--- config.mk ---
export PLATFORM = sky130hd
export DESIGN_NAME = split_mac_tracker
export DESIGN_NICKNAME = d
export VERILOG_FILES = /design/src/rtl/split_mac_tracker_pkg.sv /design/src/rtl/lowest_one.sv /design/src/rtl/tag_matcher.sv /design/src/rtl/split_mac_tracker.sv
export SDC_FILE = /design/constraint.sdc
export NUM_CORES = 1
export LEC_CHECK = 0
export BUFFER_PORTS_ARGS = -buffer_cell sky130_fd_sc_hd__buf_2
export CAP_MARGIN = 5
export CORE_ASPECT_RATIO = 1.75
export CORE_UTILIZATION = 35
export CTS_CLUSTER_DIAMETER = 40
export CTS_CLUSTER_SIZE = 25
export DETAILED_ROUTE_END_ITERATION = 8
export SETUP_SLACK_MARGIN = 0.2
export SLEW_MARGIN = 10
export SYNTH_ARGS = -nofsm -noshare
export SYNTH_HDL_FRONTEND = slang
export SYNTH_SLANG_ARGS = --single-unit
export TNS_END_PERCENT = 50
--- constraint.sdc ---
create_clock -name clk -period 3 [get_ports clk]
set_input_delay 0.45 -clock clk [delete_from_list [all_inputs] [get_ports clk]]
set_output_delay 0.45 -clock clk [all_outputs]
set_load 0.01 [all_outputs]
--- src/rtl/split_mac_tracker_pkg.sv ---
package split_mac_tracker_pkg;

    typedef enum logic [1:0] {
        FLT_NONE     = 2'd0,
        FLT_MISMATCH = 2'd1,
        FLT_ORPHAN   = 2'd2
    } fault_e;

endpackage

--- src/rtl/lowest_one.sv ---
module lowest_one #(
    parameter int N    = 8,
    localparam int IW  = (N > 1) ? $clog2(N) : 1
) (
    input  logic [N-1:0]  req,
    output logic          found,
    output logic [IW-1:0] idx
);
    always_comb begin
        found = 1'b0;
        idx   = '0;
        for (int i = N - 1; i >= 0; i--) begin
            if (req[i]) begin
                found = 1'b1;
                idx   = IW'(i);
            end
        end
    end
endmodule

--- src/rtl/tag_matcher.sv ---
module tag_matcher #(
    parameter int DEPTH = 8,
    parameter int ID_W  = 8
) (
    input  logic [DEPTH-1:0]           valid,
    input  logic [DEPTH-1:0]           verified,
    input  logic [DEPTH-1:0][ID_W-1:0] ids,
    input  logic [ID_W-1:0]            key,
    output logic [DEPTH-1:0]           hit
);
    for (genvar g = 0; g < DEPTH; g++) begin : g_cmp
        assign hit[g] = valid[g] & ~verified[g] & (ids[g] == key);
    end
endmodule

--- src/rtl/split_mac_tracker.sv ---
module split_mac_tracker
    import split_mac_tracker_pkg::*;
#(
    parameter int DEPTH = 8,
    parameter int ID_W  = 8,
    parameter int SEQ_W = 16,
    parameter int MAC_W = 32,
    localparam int IDX_W = (DEPTH > 1) ? $clog2(DEPTH) : 1
) (
    input  logic             clk,
    input  logic             rst_n,
    input  logic             dat_valid,
    input  logic [ID_W-1:0]  dat_id,
    input  logic [SEQ_W-1:0] dat_seq,
    output logic             dat_ready,
    output logic [IDX_W-1:0] dat_tag,
    input  logic             mac_valid,
    input  logic [ID_W-1:0]  mac_id,
    input  logic [MAC_W-1:0] mac_expect,
    input  logic [MAC_W-1:0] mac_recv,
    input  logic [IDX_W-1:0] qry_tag,
    output logic             qry_valid,
    output logic             qry_verified,
    output logic [ID_W-1:0]  qry_id,
    output logic [SEQ_W-1:0] qry_seq,
    input  logic             rel_valid,
    input  logic [IDX_W-1:0] rel_tag,
    output logic             fault_mismatch,
    output logic             fault_orphan
);

    typedef struct packed {
        logic [DEPTH-1:0]            valid;
        logic [DEPTH-1:0]            verified;
        logic [DEPTH-1:0][ID_W-1:0]  id;
        logic [DEPTH-1:0][SEQ_W-1:0] seq;
        fault_e                      fault;
    } state_t;

    state_t state_d, state_q;

    logic [DEPTH-1:0] free_vec;
    logic             free_found;
    logic [IDX_W-1:0] free_idx;
    logic [DEPTH-1:0] hit_vec;
    logic             hit_found;
    logic [IDX_W-1:0] hit_idx;
    logic [DEPTH-1:0] valid_vec;
    logic [DEPTH-1:0] verified_vec;

    assign free_vec     = ~state_q.valid;
    assign valid_vec    = state_q.valid;
    assign verified_vec = state_q.verified;

    lowest_one #(.N(DEPTH)) u_free_pick (
        .req   (free_vec),
        .found (free_found),
        .idx   (free_idx)
    );

    tag_matcher #(.DEPTH(DEPTH), .ID_W(ID_W)) u_match (
        .valid    (state_q.valid),
        .verified (state_q.verified),
        .ids      (state_q.id),
        .key      (mac_id),
        .hit      (hit_vec)
    );

    lowest_one #(.N(DEPTH)) u_hit_pick (
        .req   (hit_vec),
        .found (hit_found),
        .idx   (hit_idx)
    );

    always_comb begin
        state_d       = state_q;
        state_d.fault = FLT_NONE;

        // release: only verified slots may be freed
        if (rel_valid && state_q.valid[rel_tag] && state_q.verified[rel_tag]) begin
            state_d.valid[rel_tag]    = 1'b0;
            state_d.verified[rel_tag] = 1'b0;
        end

        // code arrival, matched against pending slots of the current state
        if (mac_valid) begin
            if (!hit_found) begin
                state_d.fault = FLT_ORPHAN;
            end else if (mac_expect == mac_recv) begin
                state_d.verified[hit_idx] = 1'b1;
            end else begin
                state_d.fault = FLT_MISMATCH;
            end
        end

        // data arrival takes a slot that is free in the current state
        if (dat_valid && free_found) begin
            state_d.valid[free_idx]    = 1'b1;
            state_d.verified[free_idx] = 1'b0;
            state_d.id[free_idx]       = dat_id;
            state_d.seq[free_idx]      = dat_seq;
        end
    end

    always_ff @(posedge clk) begin
        if (!rst_n) begin
            state_q <= '0;
        end else begin
            state_q <= state_d;
        end
    end

    assign dat_ready      = free_found;
    assign dat_tag        = free_idx;
    assign qry_valid      = state_q.valid[qry_tag];
    assign qry_verified   = state_q.verified[qry_tag];
    assign qry_id         = state_q.id[qry_tag];
    assign qry_seq        = state_q.seq[qry_tag];
    assign fault_mismatch = (state_q.fault == FLT_MISMATCH);
    assign fault_orphan   = (state_q.fault == FLT_ORPHAN);

endmodule

* Word-level counts from Yosys, hierarchy flattened
Index checks and enable logic that the tools add are counted.
Storage, ports and cells: bits in registers 210, input bits 107, output and inout bits 32, word-level logic and storage cells 141
Operators by class: magnitude comparators 7, eq/ne operators 11, multiplexer cells 63, bitwise logic cells 32, reduce and logical (&&, ||, !) cells 8
Operators by type and width (count):
- $mux W208 | 1
- $bwmux W128 | 1
- $bwmux W64 | 1
- $eq A8 B8 Y1 | 8
- $bmux W16 S3 | 1
- $demux W16 S3 | 1
- $mux W16 | 3
- $mux W3 | 16
- $mux W8 | 5
- $eq A32 B32 Y1 | 1
- $and A8 B8 Y8 | 3
- $bmux W8 S3 | 1
- $demux W8 S3 | 1
- $mux W1 | 24
- $not A8 Y8 | 3
- $and A1 B1 Y1 | 16
- $lt A3 B4 Y1 const B | 4
- $or A8 B8 Y8 | 2
- $bmux W1 S3 | 4
- $demux W1 S3 | 3
- $ge A3 B1 Y1 const B | 3
- $not A1 Y1 | 8
- $logic_and A1 B1 Y1 | 6
- $reduce_and A3 Y1 | 1
- 4 further kinds | 4

* Depth between registers and ports, before layout
depth in word-level cells 21, depth in mapped cells 10, mapped depth without buffers 7

* By module
From an unflattened synthesis, not the netlist that was laid out.
Second synthesis, totals: cells, all modules 1248, area, all modules 11059.4 µm²
Modules (own cells, without submodules):
- split_mac_tracker | instances 1, cells an instance 1118, area each 10018.4 µm², sequential area each 4204.0 µm²
- tag_matcher | instances 1, cells an instance 104, area each 880.8 µm², sequential area each 0.0 µm²
- lowest_one | instances 2, cells an instance 13, area each 80.1 µm², sequential area each 0.0 µm²

* Worst setup path after synthesis
OpenSTA, ideal clock, no wires.
kind input-to-output, start input qry_tag[0], end output qry_seq[10], arrival 2.062 ns, data required time 2.550 ns, setup slack 0.488 ns, stages 5, path buffers 3, cells stage by stage buf_2 buf_1 clkbuf_1 mux4_2 mux2_2
On the way: longest elaborated chain between the ends 2
Ends and longest elaborated chain:
- start, declared | RTL line split_mac_tracker.sv:21 | input logic [IDX_W-1:0] qry_tag,
- $bmux W16 S3 | RTL line split_mac_tracker.sv:118 | assign qry_seq = state_q.seq[qry_tag];
- $mux W16 (implied by the code) | RTL line split_mac_tracker.sv:118
- end, declared | RTL line split_mac_tracker.sv:25 | output logic [SEQ_W-1:0] qry_seq,
Every way passes these cells. The select of a mux whose other input is x is not followed.

* Worst setup path in the final report
start register state_q (netlist bit valid_vec[4]), end output dat_tag[0]
On the way: longest elaborated chain between the ends 6
Ends and longest elaborated chain:
- start, declared | RTL line split_mac_tracker.sv:40 | state_t state_d, state_q;
- start signal, assigned | RTL line split_mac_tracker.sv:109 | state_q <= state_d;
- $not A8 Y8 | RTL line split_mac_tracker.sv:51 | assign free_vec = ~state_q.valid;
- $mux W3 (5 in series) | RTL line lowest_one.sv:13 | if (req[i]) begin
- end, declared | RTL line split_mac_tracker.sv:16 | output logic [IDX_W-1:0] dat_tag,
Every way passes these cells.

==> results.md <==
Floorplanning:
- After floorplanning, the core was divided into 86 placement rows.
- The standard cell core area is ~31,000 sq um.
- The I/O pin count is approximately 140.
- The die is 136.8 um wide.
- The chip height is 237.9 um.
- The initial utilization of the core area, before any placement, comes to a little over a third.
- The die covers ~33,000 sq um.

Clock network:
- The number of buffers inserted for hold repair after clock tree synthesis is 0.
- The clock tree from TritonCTS is yes.
- The number of clock buffers added by TritonCTS is 20.
- The maximum level of the CTS H-tree is 1.
- The cell sitting at the root of the clock tree is a sky130_fd_sc_hd__clkbuf_16.
- The post-CTS clock slew at the launch and capture registers of the worst setup and hold paths is approximately 70 ps.
- The number of sinks handled by clock tree synthesis is 210.
- The number of resized instances in the post-cts repair step is 0.
- The clock tree buffer depth is 3.
- The clock latency on the worst-skew pair is roughly 540 ps.
- Once the clock tree was built, the setup fixing pass inserted 0 buffers.

Timing:
- The routed design could run at a clock period as short as between 2000 and 3000 ps.
- The final setup TNS is 0 ps.
- The clock arrives with around 33 ps of skew.
- The number of failing hold endpoints at the final stage is 0.
- The count of final max-slew check failures is 0.
- Setup violations remaining at the end of the flow were counted as 0.
- In the finished design, the share of the clock period the worst path needs comes to approximately 87%.
- The worst hold slack is ~200 ps.
- The slew of the pin with the lowest slew margin is between 700 and 800 ps.
- The relative slew slack is approximately half.
- Setup repair after global routing left no endpoint under its margin.
- The top achievable clock speed is approximately 380 MHz.

Yosys:
- The synthesized area per cell is around 9.1 sq um.
- The number of different library cells used by synthesis comes to 50.
- In the post-synthesis netlist, the biggest area contributors are sky130_fd_sc_hd__dfxtp_1 38%, sky130_fd_sc_hd__nand2_1 11%, sky130_fd_sc_hd__mux4_2 11%, sky130_fd_sc_hd__a21boi_0 10%, sky130_fd_sc_hd__xor2_1 5.9%.
- The cell count after synthesis came out at around 1,200.
- The sequential cell area fraction in the yosys report is a little under two fifths.
- Counting flops with an async set or reset pin after synthesis yields a share of 0%.
- The netlist area before placement is roughly 11,000 sq um.
- The Yosys step of the flow raised 0 warnings.
- The predominant post-synthesis flop cell is sky130_fd_sc_hd__dfxtp_1.
- The biggest area contributor in the post-synthesis netlist is sky130_fd_sc_hd__dfxtp_1.
- The register bit count reported by yosys is between 200 and 250.
- The top cell type by area accounts for 37.77% of the synthesized area.
- Synthesis produced a netlist with a net count of 1,325.
- The number of flops mapped to enable cells by yosys is 0.

Worst setup path:
- The start-to-end type of the worst setup path is flop to output port.
- STA classifies the critical path startpoint as a flop.
- Data on the critical path is required at its endpoint by 2550 ps.
- The critical path capture point type is an output port.
- The data arrival at the endpoint of the critical path is ~2200 ps.
- The biggest fanout along the worst timing path is 22.

Global route:
- The global-route usage over all layers is approximately 21%.
- Entering global routing, the biggest net connects just under 90 pins.
- The first global-routing pass estimated 50,960 um of wire.
- The via count of the first global-routing pass is roughly 9,000.
- The number of antenna violations at the first check in global routing was 3.
- The remaining global-route overflow is 0.

Final layout:
- The fraction of layout cells with a size suffix above 1 is 23.30%.
- The post-layout net count is between 1,000 and 1,500.
- The count of cells in the finished layout, fillers not included, comes to about 1,700.
- Fill cells in the final layout number 3,137.
- Leaving out fill and tap cells, the most frequent cells in the layout are 320 x sky130_fd_sc_hd__nand2_1, 210 x sky130_fd_sc_hd__dfxtp_1, 154 x sky130_fd_sc_hd__a21boi_0.
- The area growth from synthesis to layout is 15.31%.
- Leaving out fill and tap cells, the most frequent cell in the layout is sky130_fd_sc_hd__nand2_1.

Placed design:
- The wire-length estimate of the detail-placed layout is approximately 22,000 um.
- The number of placed instances, taps included, is around 1,700.
- The number of buffers added on ports is roughly 140.
- The placer congestion estimate is 0.9232.

Drt:
- For this run, the detailed router's first-pass iteration total came to 7.
- Once detail routing completed, the nets flagged for antenna violations numbered 0.
- The routed design uses approximately 1500 um of met3 wire.
- The met2 layer wire length in the routed design is roughly 17,000 um.
- In the final routing, the length of wire on met1 measures ~13,000 um.
- The ratio of routed vias to standard cells is about 5.2.
- The total via count in the routed design is a little under 9,000.
- The total DRC errors in the routed layout is 0.
- In this run, the number of DRC markers left after iteration 0 of detailed routing was about 700.
- The post-detailed-route wirelength per cell is approximately 19 um.
- The highest signal layer in the routed design is met5.
- For this block, the routed nets add up to ~33,000 um of wire.

Run status:
- The run finished with clean final reports.

Flow run:
- Across the run, the number of max-cap violations was 0.

Power and ir drop:
- The maximum vdd drop is around 0.31 mV.
- The static leakage power is ~0.0046 uW.
- The power density over cell area is ~480 nW/um^2.

Hold path:
- The min-delay analysis places its worst path in the category input port to flop.
logic make-up (layout without fill, tap and decap cells):
kind of cell / Yosys count / after routing / synth area share [%]
muxes: 116 / 116 / 16.68
DFF: 210 / 210 / 37.77
xor gates and xnor gates: 96 / 96 / 7.555
other: 0 / 1 / 0
and+or+nand+nor: 455 / 455 / 18.43
buffers and inverters: 119 / 210 / 5.037
AOI/OAI and AO/OA: 222 / 222 / 14.53
Yosys cell counts, types with 3 or more instances:
master	number
sky130_fd_sc_hd__nor3_1	11
sky130_fd_sc_hd__mux2_2	26
sky130_fd_sc_hd__o21ai_0	32
sky130_fd_sc_hd__clkbuf_1	66
sky130_fd_sc_hd__mux4_2	53
sky130_fd_sc_hd__nor4_1	12
sky130_fd_sc_hd__nand3_1	12
sky130_fd_sc_hd__a21boi_0	154
sky130_fd_sc_hd__xnor2_1	21
sky130_fd_sc_hd__xor2_1	75
sky130_fd_sc_hd__dfxtp_1	210
sky130_fd_sc_hd__a21boi_1	15
sky130_fd_sc_hd__nand2b_1	5
sky130_fd_sc_hd__clkbuf_8	3
sky130_fd_sc_hd__nand2_1	320
sky130_fd_sc_hd__mux2i_1	37
sky130_fd_sc_hd__buf_1	6
sky130_fd_sc_hd__nor3b_1	5
sky130_fd_sc_hd__a21oi_1	4
sky130_fd_sc_hd__nor2_1	12
sky130_fd_sc_hd__inv_1	6
sky130_fd_sc_hd__o21ai_1	7
sky130_fd_sc_hd__and3_1	5
sky130_fd_sc_hd__or2_2	3
sky130_fd_sc_hd__buf_4	8
sky130_fd_sc_hd__buf_2	27
sky130_fd_sc_hd__or2b_2	3
sky130_fd_sc_hd__nand3b_1	6
sky130_fd_sc_hd__nor2b_1	37
sky130_fd_sc_hd__nand4_1	10
through the flow:
stage / utilization (%) / worst slack [ps] / total power, uW / cell area, sq um
global route: 40.84 / 288.3 / 6417 / 12830
CTS: 40.84 / 384.0 / 6272 / 12830
global placement: 38.54 / 567.4 / 3494 / 12110
finish: 40.85 / 379.2 / 6197 / 12830
floorplan: - / 488.5 / 3290 / 11130
detailed placement: 38.54 / 573.0 / 3503 / 12110
critical path: stages (launching register included):
cell and delay, ps:
sky130_fd_sc_hd__dfxtp_1 500, sky130_fd_sc_hd__a21boi_1 310, sky130_fd_sc_hd__o21ai_1 110, sky130_fd_sc_hd__a21boi_2 200, sky130_fd_sc_hd__buf_4 320, sky130_fd_sc_hd__buf_2 200
power breakdown:
group          internal [uW]  switching, uW  leakage (uW)
sequential              2820           25.4       0.00170
clock                   1430           1330      0.000349
combinational            246            340       0.00259
total                   4500           1690       0.00463
layer usage:
| metal | track usage [%] | up-vias |
|---|---|---|
| met2 | 36.89 | 251 |
| met4 | 11.09 | 4 |
| met3 | 2.422 | 77 |
| li1 | - | 4282 |
| met5 | 0 | - |
| met1 | 23.40 | 4313 |
path summary, 6_finish.rpt:
check               startpoint          to  slack [ps]  cells past startpoint
setup / recovery  valid_vec[4]  dat_tag[0]         380                      5
setup reg to reg  valid_vec[4]        flop         590                      8
hold reg to reg           flop        flop         460                      2
hold / removal       mac_valid  state_q[1]         200                      3
layout make-up:
class / count / area (sq um) / area share, %
multi-input cells: 889 / 6377 / 49.69
flip-flops and latches: 210 / 4204 / 32.76
repair buffers: 168 / 1008 / 7.858
clock buffers: 21 / 514.2 / 4.007
well taps: 396 / 495.5 / 3.861
clock inverters: 15 / 209.0 / 1.628
inverters: 6 / 22.52 / 0.1755
diodes: 1 / 2.502 / 0.01950
No activity file was read; power rests on OpenSTA's default activity.
